<file path="src/rtl/irq_arb_pkg.sv">
package irq_arb_pkg;
  localparam int PRIO_W    = 8;
  localparam int GRP_W     = 3;
  localparam int GRP_MAX   = 4;
  localparam int GRP_RESET = 4;
  localparam int DATA_W    = 32;

  // register word addresses
  localparam int A_EN_SET  = 0;
  localparam int A_EN_CLR  = 1;
  localparam int A_PEND    = 2;
  localparam int A_GROUP   = 3;
  localparam int A_PRIO    = 4;

  typedef logic [PRIO_W-1:0] prio_t;

  // preemption level of a raw urgency value under grouping g
  function automatic prio_t level_of(prio_t p, logic [GRP_W-1:0] g);
    return prio_t'(p >> g);
  endfunction
endpackage

</file>
<file path="src/rtl/irq_pend_bank.sv">
module irq_pend_bank #(
  parameter int NUM_LINES = 16,
  localparam int IDX_W = (NUM_LINES > 1) ? $clog2(NUM_LINES) : 1
) (
  input  logic                 clk,
  input  logic                 rst,
  input  logic [NUM_LINES-1:0] irq,
  input  logic                 clr,
  input  logic [IDX_W-1:0]     clr_idx,
  output logic [NUM_LINES-1:0] pend
);
  logic [NUM_LINES-1:0] irq_prev;
  logic [NUM_LINES-1:0] clr_mask;

  assign clr_mask = clr ? (NUM_LINES'(1) << clr_idx) : '0;

  // a new edge in the same cycle as a clear wins
  always_ff @(posedge clk) begin
    if (rst) begin
      irq_prev <= '0;
      pend     <= '0;
    end else begin
      irq_prev <= irq;
      pend     <= (pend & ~clr_mask) | (irq & ~irq_prev);
    end
  end
endmodule

</file>
<file path="src/rtl/irq_prio_select.sv">
module irq_prio_select
  import irq_arb_pkg::*;
#(
  parameter int NUM_LINES = 16,
  localparam int IDX_W = (NUM_LINES > 1) ? $clog2(NUM_LINES) : 1
) (
  input  logic [NUM_LINES-1:0]             cand,
  input  logic [NUM_LINES-1:0][PRIO_W-1:0] prio,
  output logic                             found,
  output logic [IDX_W-1:0]                 idx,
  output prio_t                            best
);
  // the raw value orders by level first and subpriority second;
  // strict compare keeps the lowest index on a full tie
  always_comb begin
    found = 1'b0;
    idx   = '0;
    best  = '1;
    for (int i = 0; i < NUM_LINES; i++) begin
      if (cand[i] && (!found || prio[i] < best)) begin
        found = 1'b1;
        idx   = IDX_W'(i);
        best  = prio[i];
      end
    end
  end
endmodule

</file>
<file path="src/rtl/irq_level_stack.sv">
module irq_level_stack
  import irq_arb_pkg::*;
#(
  parameter int DEPTH = 16,
  localparam int PTR_W = (DEPTH > 1) ? $clog2(DEPTH) : 1,
  localparam int CNT_W = $clog2(DEPTH + 1)
) (
  input  logic             clk,
  input  logic             rst,
  input  logic             push,
  input  logic             pop,
  input  prio_t            din,
  output prio_t            top,
  output logic             empty,
  output logic             full,
  output logic [CNT_W-1:0] count
);
  prio_t mem [DEPTH];

  assign empty = (count == '0);
  assign full  = (count == CNT_W'(DEPTH));
  assign top   = empty ? '0 : mem[PTR_W'(count - 1'b1)];

  always_ff @(posedge clk) begin
    if (push && !full) mem[PTR_W'(count)] <= din;
  end

  always_ff @(posedge clk) begin
    if (rst)                 count <= '0;
    else if (push && !full)  count <= count + 1'b1;
    else if (pop && !empty)  count <= count - 1'b1;
  end
endmodule

</file>
<file path="src/rtl/irq_group_arbiter.sv">
module irq_group_arbiter
  import irq_arb_pkg::*;
#(
  parameter int NUM_LINES = 16,
  parameter int DEPTH     = NUM_LINES,
  localparam int ADDR_W = $clog2(NUM_LINES + A_PRIO + 1),
  localparam int IDX_W  = (NUM_LINES > 1) ? $clog2(NUM_LINES) : 1
) (
  input  logic                 clk,
  input  logic                 rst,
  input  logic [NUM_LINES-1:0] irq,
  input  logic                 reg_we,
  input  logic [ADDR_W-1:0]    reg_addr,
  input  logic [DATA_W-1:0]    reg_wdata,
  output logic [DATA_W-1:0]    reg_rdata,
  output logic                 req_valid,
  output logic [IDX_W-1:0]     req_line,
  input  logic                 take,
  input  logic                 ret
);
  localparam int CNT_W = $clog2(DEPTH + 1);

  logic [NUM_LINES-1:0]             en_q;
  logic [GRP_W-1:0]                 grp_q;
  logic [NUM_LINES-1:0][PRIO_W-1:0] prio_q;
  logic [NUM_LINES-1:0]             pend_q;

  logic             in_prio;
  logic [IDX_W-1:0] prio_sel;
  logic             take_ok, ret_ok;
  logic             found;
  logic [IDX_W-1:0] best_idx;
  prio_t            best_prio, top_prio;
  logic             stk_empty, stk_full;
  logic [CNT_W-1:0] stk_count;
  logic             allow;
  logic [DATA_W-1:0] rd_mux;
  logic             unused_wdata_bits;

  assign unused_wdata_bits = ^reg_wdata;

  assign in_prio  = (reg_addr >= ADDR_W'(A_PRIO)) &&
                    (reg_addr <  ADDR_W'(A_PRIO + NUM_LINES));
  assign prio_sel = IDX_W'(reg_addr - ADDR_W'(A_PRIO));

  assign take_ok = take && req_valid;
  assign ret_ok  = ret && !stk_empty && !take_ok;

  // configuration registers
  always_ff @(posedge clk) begin
    if (rst) begin
      en_q   <= '0;
      grp_q  <= GRP_W'(GRP_RESET);
      prio_q <= '0;
    end else if (reg_we) begin
      if (reg_addr == ADDR_W'(A_EN_SET))
        en_q <= en_q | reg_wdata[NUM_LINES-1:0];
      else if (reg_addr == ADDR_W'(A_EN_CLR))
        en_q <= en_q & ~reg_wdata[NUM_LINES-1:0];
      else if (reg_addr == ADDR_W'(A_GROUP)) begin
        if (reg_wdata[GRP_W-1:0] <= GRP_W'(GRP_MAX))
          grp_q <= reg_wdata[GRP_W-1:0];
      end else if (in_prio)
        prio_q[prio_sel] <= reg_wdata[PRIO_W-1:0];
    end
  end

  always_comb begin
    rd_mux = '0;
    if (reg_addr == ADDR_W'(A_EN_SET) || reg_addr == ADDR_W'(A_EN_CLR))
      rd_mux = DATA_W'(en_q);
    else if (reg_addr == ADDR_W'(A_PEND))
      rd_mux = DATA_W'(pend_q);
    else if (reg_addr == ADDR_W'(A_GROUP))
      rd_mux = DATA_W'(grp_q);
    else if (in_prio)
      rd_mux = DATA_W'(prio_q[prio_sel]);
  end

  always_ff @(posedge clk) begin
    if (rst) reg_rdata <= '0;
    else     reg_rdata <= rd_mux;
  end

  irq_pend_bank #(.NUM_LINES(NUM_LINES)) u_pend (
    .clk     (clk),
    .rst     (rst),
    .irq     (irq),
    .clr     (take_ok),
    .clr_idx (req_line),
    .pend    (pend_q)
  );

  irq_prio_select #(.NUM_LINES(NUM_LINES)) u_sel (
    .cand  (pend_q & en_q),
    .prio  (prio_q),
    .found (found),
    .idx   (best_idx),
    .best  (best_prio)
  );

  irq_level_stack #(.DEPTH(DEPTH)) u_stack (
    .clk   (clk),
    .rst   (rst),
    .push  (take_ok),
    .pop   (ret_ok),
    .din   (prio_q[req_line]),
    .top   (top_prio),
    .empty (stk_empty),
    .full  (stk_full),
    .count (stk_count)
  );

  assign allow = found &&
                 (stk_empty || level_of(best_prio, grp_q) < level_of(top_prio, grp_q));

  // blank for one cycle after any stack change so a stale offer never shows
  always_ff @(posedge clk) begin
    if (rst) begin
      req_valid <= 1'b0;
      req_line  <= '0;
    end else begin
      req_valid <= allow && !take_ok && !ret_ok;
      req_line  <= best_idx;
    end
  end
endmodule

</file>
<file path="config.mk">
export PLATFORM = sky130hd
export DESIGN_NAME = irq_group_arbiter
export DESIGN_NICKNAME = d
export VERILOG_FILES = /design/src/rtl/irq_arb_pkg.sv /design/src/rtl/irq_pend_bank.sv /design/src/rtl/irq_prio_select.sv /design/src/rtl/irq_level_stack.sv /design/src/rtl/irq_group_arbiter.sv
export SDC_FILE = /design/constraint.sdc
export NUM_CORES = 1
export LEC_CHECK = 0
export BUFFER_PORTS_ARGS = -buffer_cell sky130_fd_sc_hd__buf_4
export CAP_MARGIN = 40
export CORE_ASPECT_RATIO = 0.5
export CORE_MARGIN = 2
export CORE_UTILIZATION = 50
export DETAILED_ROUTE_END_ITERATION = 16
export PLACE_DENSITY_LB_ADDON = 0.05
export SLEW_MARGIN = 15
export SYNTH_ARGS = -nofsm -noshare
export SYNTH_HDL_FRONTEND = slang
export SYNTH_SLANG_ARGS = --single-unit
</file>
<file path="constraint.sdc">
create_clock -name clk -period 63.1 [get_ports clk]
set_clock_uncertainty 0.2 [all_clocks]
set_input_delay 15.775 -clock clk [delete_from_list [all_inputs] [get_ports clk]]
set_output_delay 15.775 -clock clk [all_outputs]
set_load 0.02 [all_outputs]
</file>
# After elaboration in Yosys (flattened, before gate mapping)
# Memories as Yosys holds them, arrays and structs flattened.
# Cells that the tools add are included.
[op_classes]
bitwise_logic = 12
n_shift = 3
n_addsub = 3
reduce_logical = 69
order_cmp = 22
n_eq_ne = 4
mux = 66
[op_table]
columns = ["operator", "n"]
rows = [
  ["8-bit two-way mux", 22],
  ["128-bit bitwise mux", 1],
  ["8-bit < comparator", 16],
  ["16-bit two-way mux", 5],
  ["16-bit bitwise AND", 4],
  ["8-bit binary-select mux with 4-bit select", 2],
  ["16-bit NOT", 3],
  ["8-bit demux with 4-bit select", 1],
  ["4-bit two-way mux", 8],
  ["16-bit OR", 2],
  ["1-bit logical AND", 25],
  ["1-bit logical NOT", 19],
  ["1-bit two-way mux", 19],
  ["1-bit logical OR", 17],
  ["1-bit by 4-bit << shifter with 16-bit output (first input constant)", 1],
  ["8-bit by 3-bit >> shifter with 8-bit output", 2],
  ["3-bit two-way mux", 4],
  ["5-bit by 2-bit == test with 1-bit output (second input constant)", 2],
  ["5-bit logical NOT", 2],
  ["4-bit by 5-bit < comparator with 1-bit output (second input constant)", 2],
  ["5-bit two-way mux", 2],
  ["5-bit AND reduction", 2],
  ["5-bit by 1-bit adder with 5-bit output (second input constant)", 1],
  ["5-bit by 1-bit == test with 1-bit output (second input constant)", 1],
  ["12 further kinds", 16],
]
[totals]
mem_count = 1
ram_bits = 128
out_inout_bits = 37
word_cells = 205
register_bits = 221
[memory_table]
columns = ["name", "depth", "width", "rd", "rd_ports_with_merged_regs", "write_ports", "line_no", "text"]
rows = [
  ["u_stack.mem", 16, 8, 1, 0, 1, "irq_level_stack.sv:18", "prio_t mem [DEPTH];"],
]

# Longest topological paths before layout
[logic_depth]
ltp_word = 68
ltp_mapped = 188

# Modules after synthesis
# A second synthesis with hierarchy kept.
[hier_totals]
cells_unflattened = 2239
hier_area_um2 = 21924.8
[modules_own_cells]
columns = ["mod", "area_per_inst_um2", "seq_area_each_um2", "instances", "cells_per_inst"]
rows = [
  ["irq_group_arbiter", 9326.4, 3363.2, 1, 978],
  ["irq_prio_select", 6053.3, 0.0, 1, 876],
  ["irq_level_stack", 5439.0, 3943.8, 1, 274],
  ["irq_pend_bank", 1106.1, 640.6, 1, 111],
]

# Least setup slack after synthesis
# OpenSTA, ideal clock, no wires.
[synth_path]
kind = "register -> register"
startpoint = "register u_pend.pend[0]"
endpoint = "register req_valid"
synth_period_minus_slack_ns = 30.571
setup_ns = 0.062
stages_incl_launch_ff = 179
arrival_ns = 30.309
path_slack_ns = 32.529
cell_sequence = "dfxtp_1 -> nand2_1 -> buf_6 -> nor2_1 -> ha_1 -> nand4_1 -> nor3_1 -> a32oi_1 -> a31oi_1 -> nand2b_1 -> clkbuf_1 -> nor2_1 -> a21oi_1 -> inv_1 -> ha_1 -> and4_1 -> and3_1 -> and4_1 -> (+143 left out) -> o21ai_0 -> and3_1 -> o2111ai_1 -> and2_1 -> buf_2 -> buf_2 -> o21a_1 -> a221oi_1 -> nor3_1 -> ha_1 -> a21oi_1 -> nor2b_1 -> o21ai_0 -> a21oi_1 -> nor4_1 -> nand3_1 -> a221o_1 -> nand3_1"
[synth_between]
elab_chain_cells = 68
elab_cells_between_ends = 99
classes_between = "order compare (16); shift (1); mux (32); bitwise (1); reduce/logical (49)"
[synth_rtl]
columns = ["item", "line_no", "text"]
rows = [
  ["start, declared", "irq_pend_bank.sv:10", "output logic [NUM_LINES-1:0] pend"],
  ["start signal, assigned", "irq_pend_bank.sv:24", "pend <= (pend & ~clr_mask) | (irq & ~irq_prev);"],
  ["16-bit bitwise AND (*)", "irq_group_arbiter.sv:95", ".cand (pend_q & en_q),"],
  ["8-bit two-way mux or 1-bit two-way mux (tied branches)", "irq_prio_select.sv:20", "if (cand[i] && (!found || prio[i] < best)) begin"],
  ["8-bit < comparator or 1-bit logical NOT (tied branches)", "irq_prio_select.sv:20", ""],
  ["1-bit logical OR", "irq_prio_select.sv:20", ""],
  ["1-bit logical AND", "irq_prio_select.sv:20", ""],
  ["8-bit two-way mux or 1-bit two-way mux (tied branches)", "irq_prio_select.sv:20", ""],
  ["8-bit < comparator or 1-bit logical NOT (tied branches)", "irq_prio_select.sv:20", ""],
  ["1-bit logical OR", "irq_prio_select.sv:20", ""],
  ["(+51 left out)", "n/a", ""],
  ["1-bit logical OR", "irq_prio_select.sv:20", ""],
  ["1-bit logical AND", "irq_prio_select.sv:20", ""],
  ["8-bit two-way mux", "irq_prio_select.sv:20", ""],
  ["8-bit by 3-bit >> shifter with 8-bit output", "irq_arb_pkg.sv:19", "return prio_t'(p >> g);"],
  ["8-bit < comparator", "irq_group_arbiter.sv:115", "(stk_empty || level_of(best_prio, grp_q) < level_of(top_prio, grp_q));"],
  ["1-bit logical OR", "irq_group_arbiter.sv:115", ""],
  ["1-bit logical AND (*)", "irq_group_arbiter.sv:114", "assign allow = found &&"],
  ["1-bit logical AND (*) (2 in a row)", "irq_group_arbiter.sv:123", "req_valid <= allow && !take_ok && !ret_ok;"],
  ["end signal, assigned", "irq_group_arbiter.sv:123", ""],
  ["end, declared", "irq_group_arbiter.sv:16", "output logic req_valid,"],
]
# Every way passes the cells marked *; elsewhere a longest branch is shown, timed or not.
# A chain may end at the register's enable or synchronous reset.

# Worst setup path in the final report
# Same ends and word-level chain as after synthesis.

==> run_results.csv <==
group,metric,value,unit
placement,dp.final_hpwl,46900,um
floorplan,floorplan.initialDensity,0.507,
timing,max_slew.worst_pin.slew,0.904,ns
clock_tree,clock_sink_count,333,
critical_path,path_class,"flip-flop to flip-flop",
logic_synthesis,synth_top_cell_by_area,"dfxtp_1",
timing,post-route-min-period,37.05,ns
critical_path,critPathArrivalTime,37.33,ns
timing,fin_ws,26.05,ns
timing,timing.final.crit_share,0.587,
critical_path,cp_slowest_stage_delay,0.67,ns
placement,pre_cts_ws,26.53,ns
drt,route.final.wire_length,64800,um
floorplan,fp.dieH,150,um
timing,report.final.hold_viol_count,0,
critical_path,critPathCaptureType,"flip-flop",
logic_synthesis,postSynthAreaPerCell,9.82,um2
final_layout,drive_gt1_frac,0.156,
drt,routedWlPerCell,23.6,um
timing,timing.max_slew.rel_slack,0.397,
floorplan,num_rows,53,
drt,number_of_vias_after_detailed_routing,17100,
clock_tree,clkLatencyLatePin,0.55,ns
floorplan,core,42000,um2
logic_synthesis,postSynthRegisterBits,333,
min_path,hold_path_class,"flip-flop to flip-flop",
critical_path,crit_top_cell,"a21oi_1",
power_and_ir_drop,cellPowerDensity,25.0,nW/um2
global_route,grt.total_usage,0.293,
logic_synthesis,synth_top_area_frac,0.193,
final_layout,final_cell_count_no_fill,2751,
timing,setup_viol,0,
global_route,gr-total-overflow,0,
clock_tree,cts_resized,0,
timing,drv_slew,0,
power_and_ir_drop,design_power_total,581,uW
floorplan,num_io_pins,95,
logic_synthesis,yosysUniqueCellTypes,106,
timing,grt_setup_unrepaired,"false",
logic_synthesis,async_reset_ff_frac,0,
job,max_cap_violations,0,
logic_synthesis,syn_area,21300,um2
global_route,vias_in_the_first_global_route,15900,
clock_tree,clock_slew_seen_by_the_registers_of_the_worst_setup_and_hold_paths,0.07,ns
logic_synthesis,top_post_synthesis_cells_by_area,"dfxtp_1, edfxtp_1, mux4_2, ha_1, mux2i_1",
placement,routabilityCongestion,0.904,
logic_synthesis,synth-edff-count,128,
drt,ant_nets,0,
timing,tns,0,ns
critical_path,path_max_fanout,22,
critical_path,cp_data_required_time,63.38,ns
critical_path,startpoint_type_of_the_worst_setup_path,"flip-flop",
global_route,grt_pass1_wl,98500,um
placement,buffer_ports.inserted,62,
final_layout,n_fill_cell,3806,
floorplan,die_area,44300,um2
clock_tree,clk_path_buf_depth,3,
placement,place_area,22000,um2
clock_tree,cts_tree,"done",
drt,dr.pass1.iters,7,
clock_tree,number_of_buffers_inserted_during_clock_tree_synthesis,34,
clock_tree,ctsHtreeMaxLevel,2,
drt,vias_per_cell,6.22,
global_route,antenna_found_initial,2,
clock_tree,cts_setup_buffers,0,
power_and_ir_drop,p_leak,10.1,nW
floorplan,die_w,296,um
logic_synthesis,synth_sequential_area_ratio,0.374,
drt,drt_iter0_drc,1749,
critical_path,slowest_stage,"o21ai_2",
clock_tree,cts.hold.buffers_added,0,
timing,highest_clock_rate,0.0270,GHz
outcome,outcome,"completed",
logic_synthesis,total_of_warnings_raised_by_yosys,0,
final_layout,design_area,23200,um2
logic_synthesis,ys.flop_type,"dfxtp_1",
clock_tree,cts_root_buf,"clkbuf_16",
placement,place_inst,2687,
final_layout,nets,2300,
drt,drc_errors,0,
final_layout,flow.area_growth_from_synthesis,9.24,%
logic_synthesis,netlist_instances,2165,
power_and_ir_drop,ir_worst_vdd,0.0162,mV
global_route,pin_count_of_the_biggest_net_entering_global_routing,80,
## placed cells by master, fill, tap and decap left out, drive strengths merged, types with 38 or more instances in the layout
master,netlist,routed
a21oi,182,182
buf,55,85
clkbuf,99,45
dfxtp,205,205
edfxtp,128,128
ha,95,95
inv,115,117
mux2i,108,108
mux4,122,122
nand2,162,162
nand3,55,55
nor2,226,226
nor3,38,38
o21ai,98,98
## state kept, by name, indices dropped and copies added (netlist names), named ones only
signal	count
u_pend.irq_prev	16
grp_q	3
u_stack.mem	128
req_valid	1
u_stack.count	5
u_pend.pend	16
reg_rdata	16
req_line	4
prio_q	128
## routing by layer
layer / vias up / wire length, um / global-route usage
met5: - / 12 / 0
met4: 2 / 1520 / 0.0756
met3: 111 / 4270 / 0.0411
met2: 587 / 28700 / 0.457
met1: 8433 / 30300 / 0.427
li1: 7969 / - / -
## worst paths after layout
kind	depth (start not counted)	endpoint	slack, ns	startpoint
worst max-delay path	158	req_valid	26.05	u_pend.pend[0]
worst max register to register	158	req_valid	26.05	u_pend.pend[0]
worst min-delay path	2	u_pend.pend[5]	0.28	u_pend.irq_prev[5]
worst min register to register	2	u_pend.pend[5]	0.28	u_pend.irq_prev[5]
## cell usage after synthesis (7+ instances only)
master       n
buf_2       13
maj3_1       9
nand2b_1    31
inv_1      113
edfxtp_1   128
o2111ai_1    7
a221oi_1     9
nand2_1    161
nand3_1     55
o22ai_1      7
mux4_2     122
or3_1       10
clkbuf_1    97
buf_4       27
nand4_1     17
o21ai_1      8
buf_1       13
ha_1        95
a21o_1      33
o21ai_0     87
o211ai_1    17
nor3_1      38
a211oi_1    14
a211o_1     10
nor2b_1     33
a21oi_1    180
and3_1      16
a22oi_1     15
nor2_1     226
a31oi_1     16
dfxtp_1    205
and2_1      30
mux2i_1    107
a311oi_1    20
or2_2       11
mux2_2      22
o21a_1      16
## logic make-up (layout without fill, tap and decap cells)
group                      count (synthesis)  after routing  synth area share
buffers and inverters                    270            263            0.0541
AOI/OAI and AO/OA                        521            521             0.164
other                                      1             17          0.000176
adders and majority gates                107            107            0.0617
xor gates and xnor gates                   9              9           0.00371
DFF                                      333            333             0.374
and+or+nand+nor                          667            667             0.148
muxes                                    257            257             0.195
## worst max-delay path: cells and delay by family (launching register included)
kind / cells / cell delay, ns
simple gates: 41 / 10.22
compound gates: 81 / 18.11
flops: 1 / 0.62
buf+inv: 14 / 1.15
fa+ha+maj: 16 / 4.54
mux: 6 / 2.03
## stage by stage
step | utilization | hold slack (ns)
detailed placement | 0.524 | 0.277
CTS | 0.553 | 0.295
global route | 0.553 | 0.318
global placement | 0.522 | 0.271
finish | 0.553 | 0.285
floorplan | - | 0.257
## area by class of cell
cell class              count  area, um2  area share
clock inverters            17        188     0.00808
diodes                      1       2.50    0.000108
multi-input cells        1577      12200       0.526
clock buffers              45       1010      0.0435
inverters                 116        435      0.0187
well taps                 577        722      0.0311
flip-flops and latches    333       7950       0.342
repair buffers             85        697      0.0300
## power breakdown
part	total (mW)	switching, mW	internal (mW)
Sequential	0.231	0.00549	0.226
Combinational	0.131	0.0741	0.0566
Clock	0.219	0.0930	0.126
Total	0.581	0.173	0.408
No activity file was read; power rests on OpenSTA's default activity.
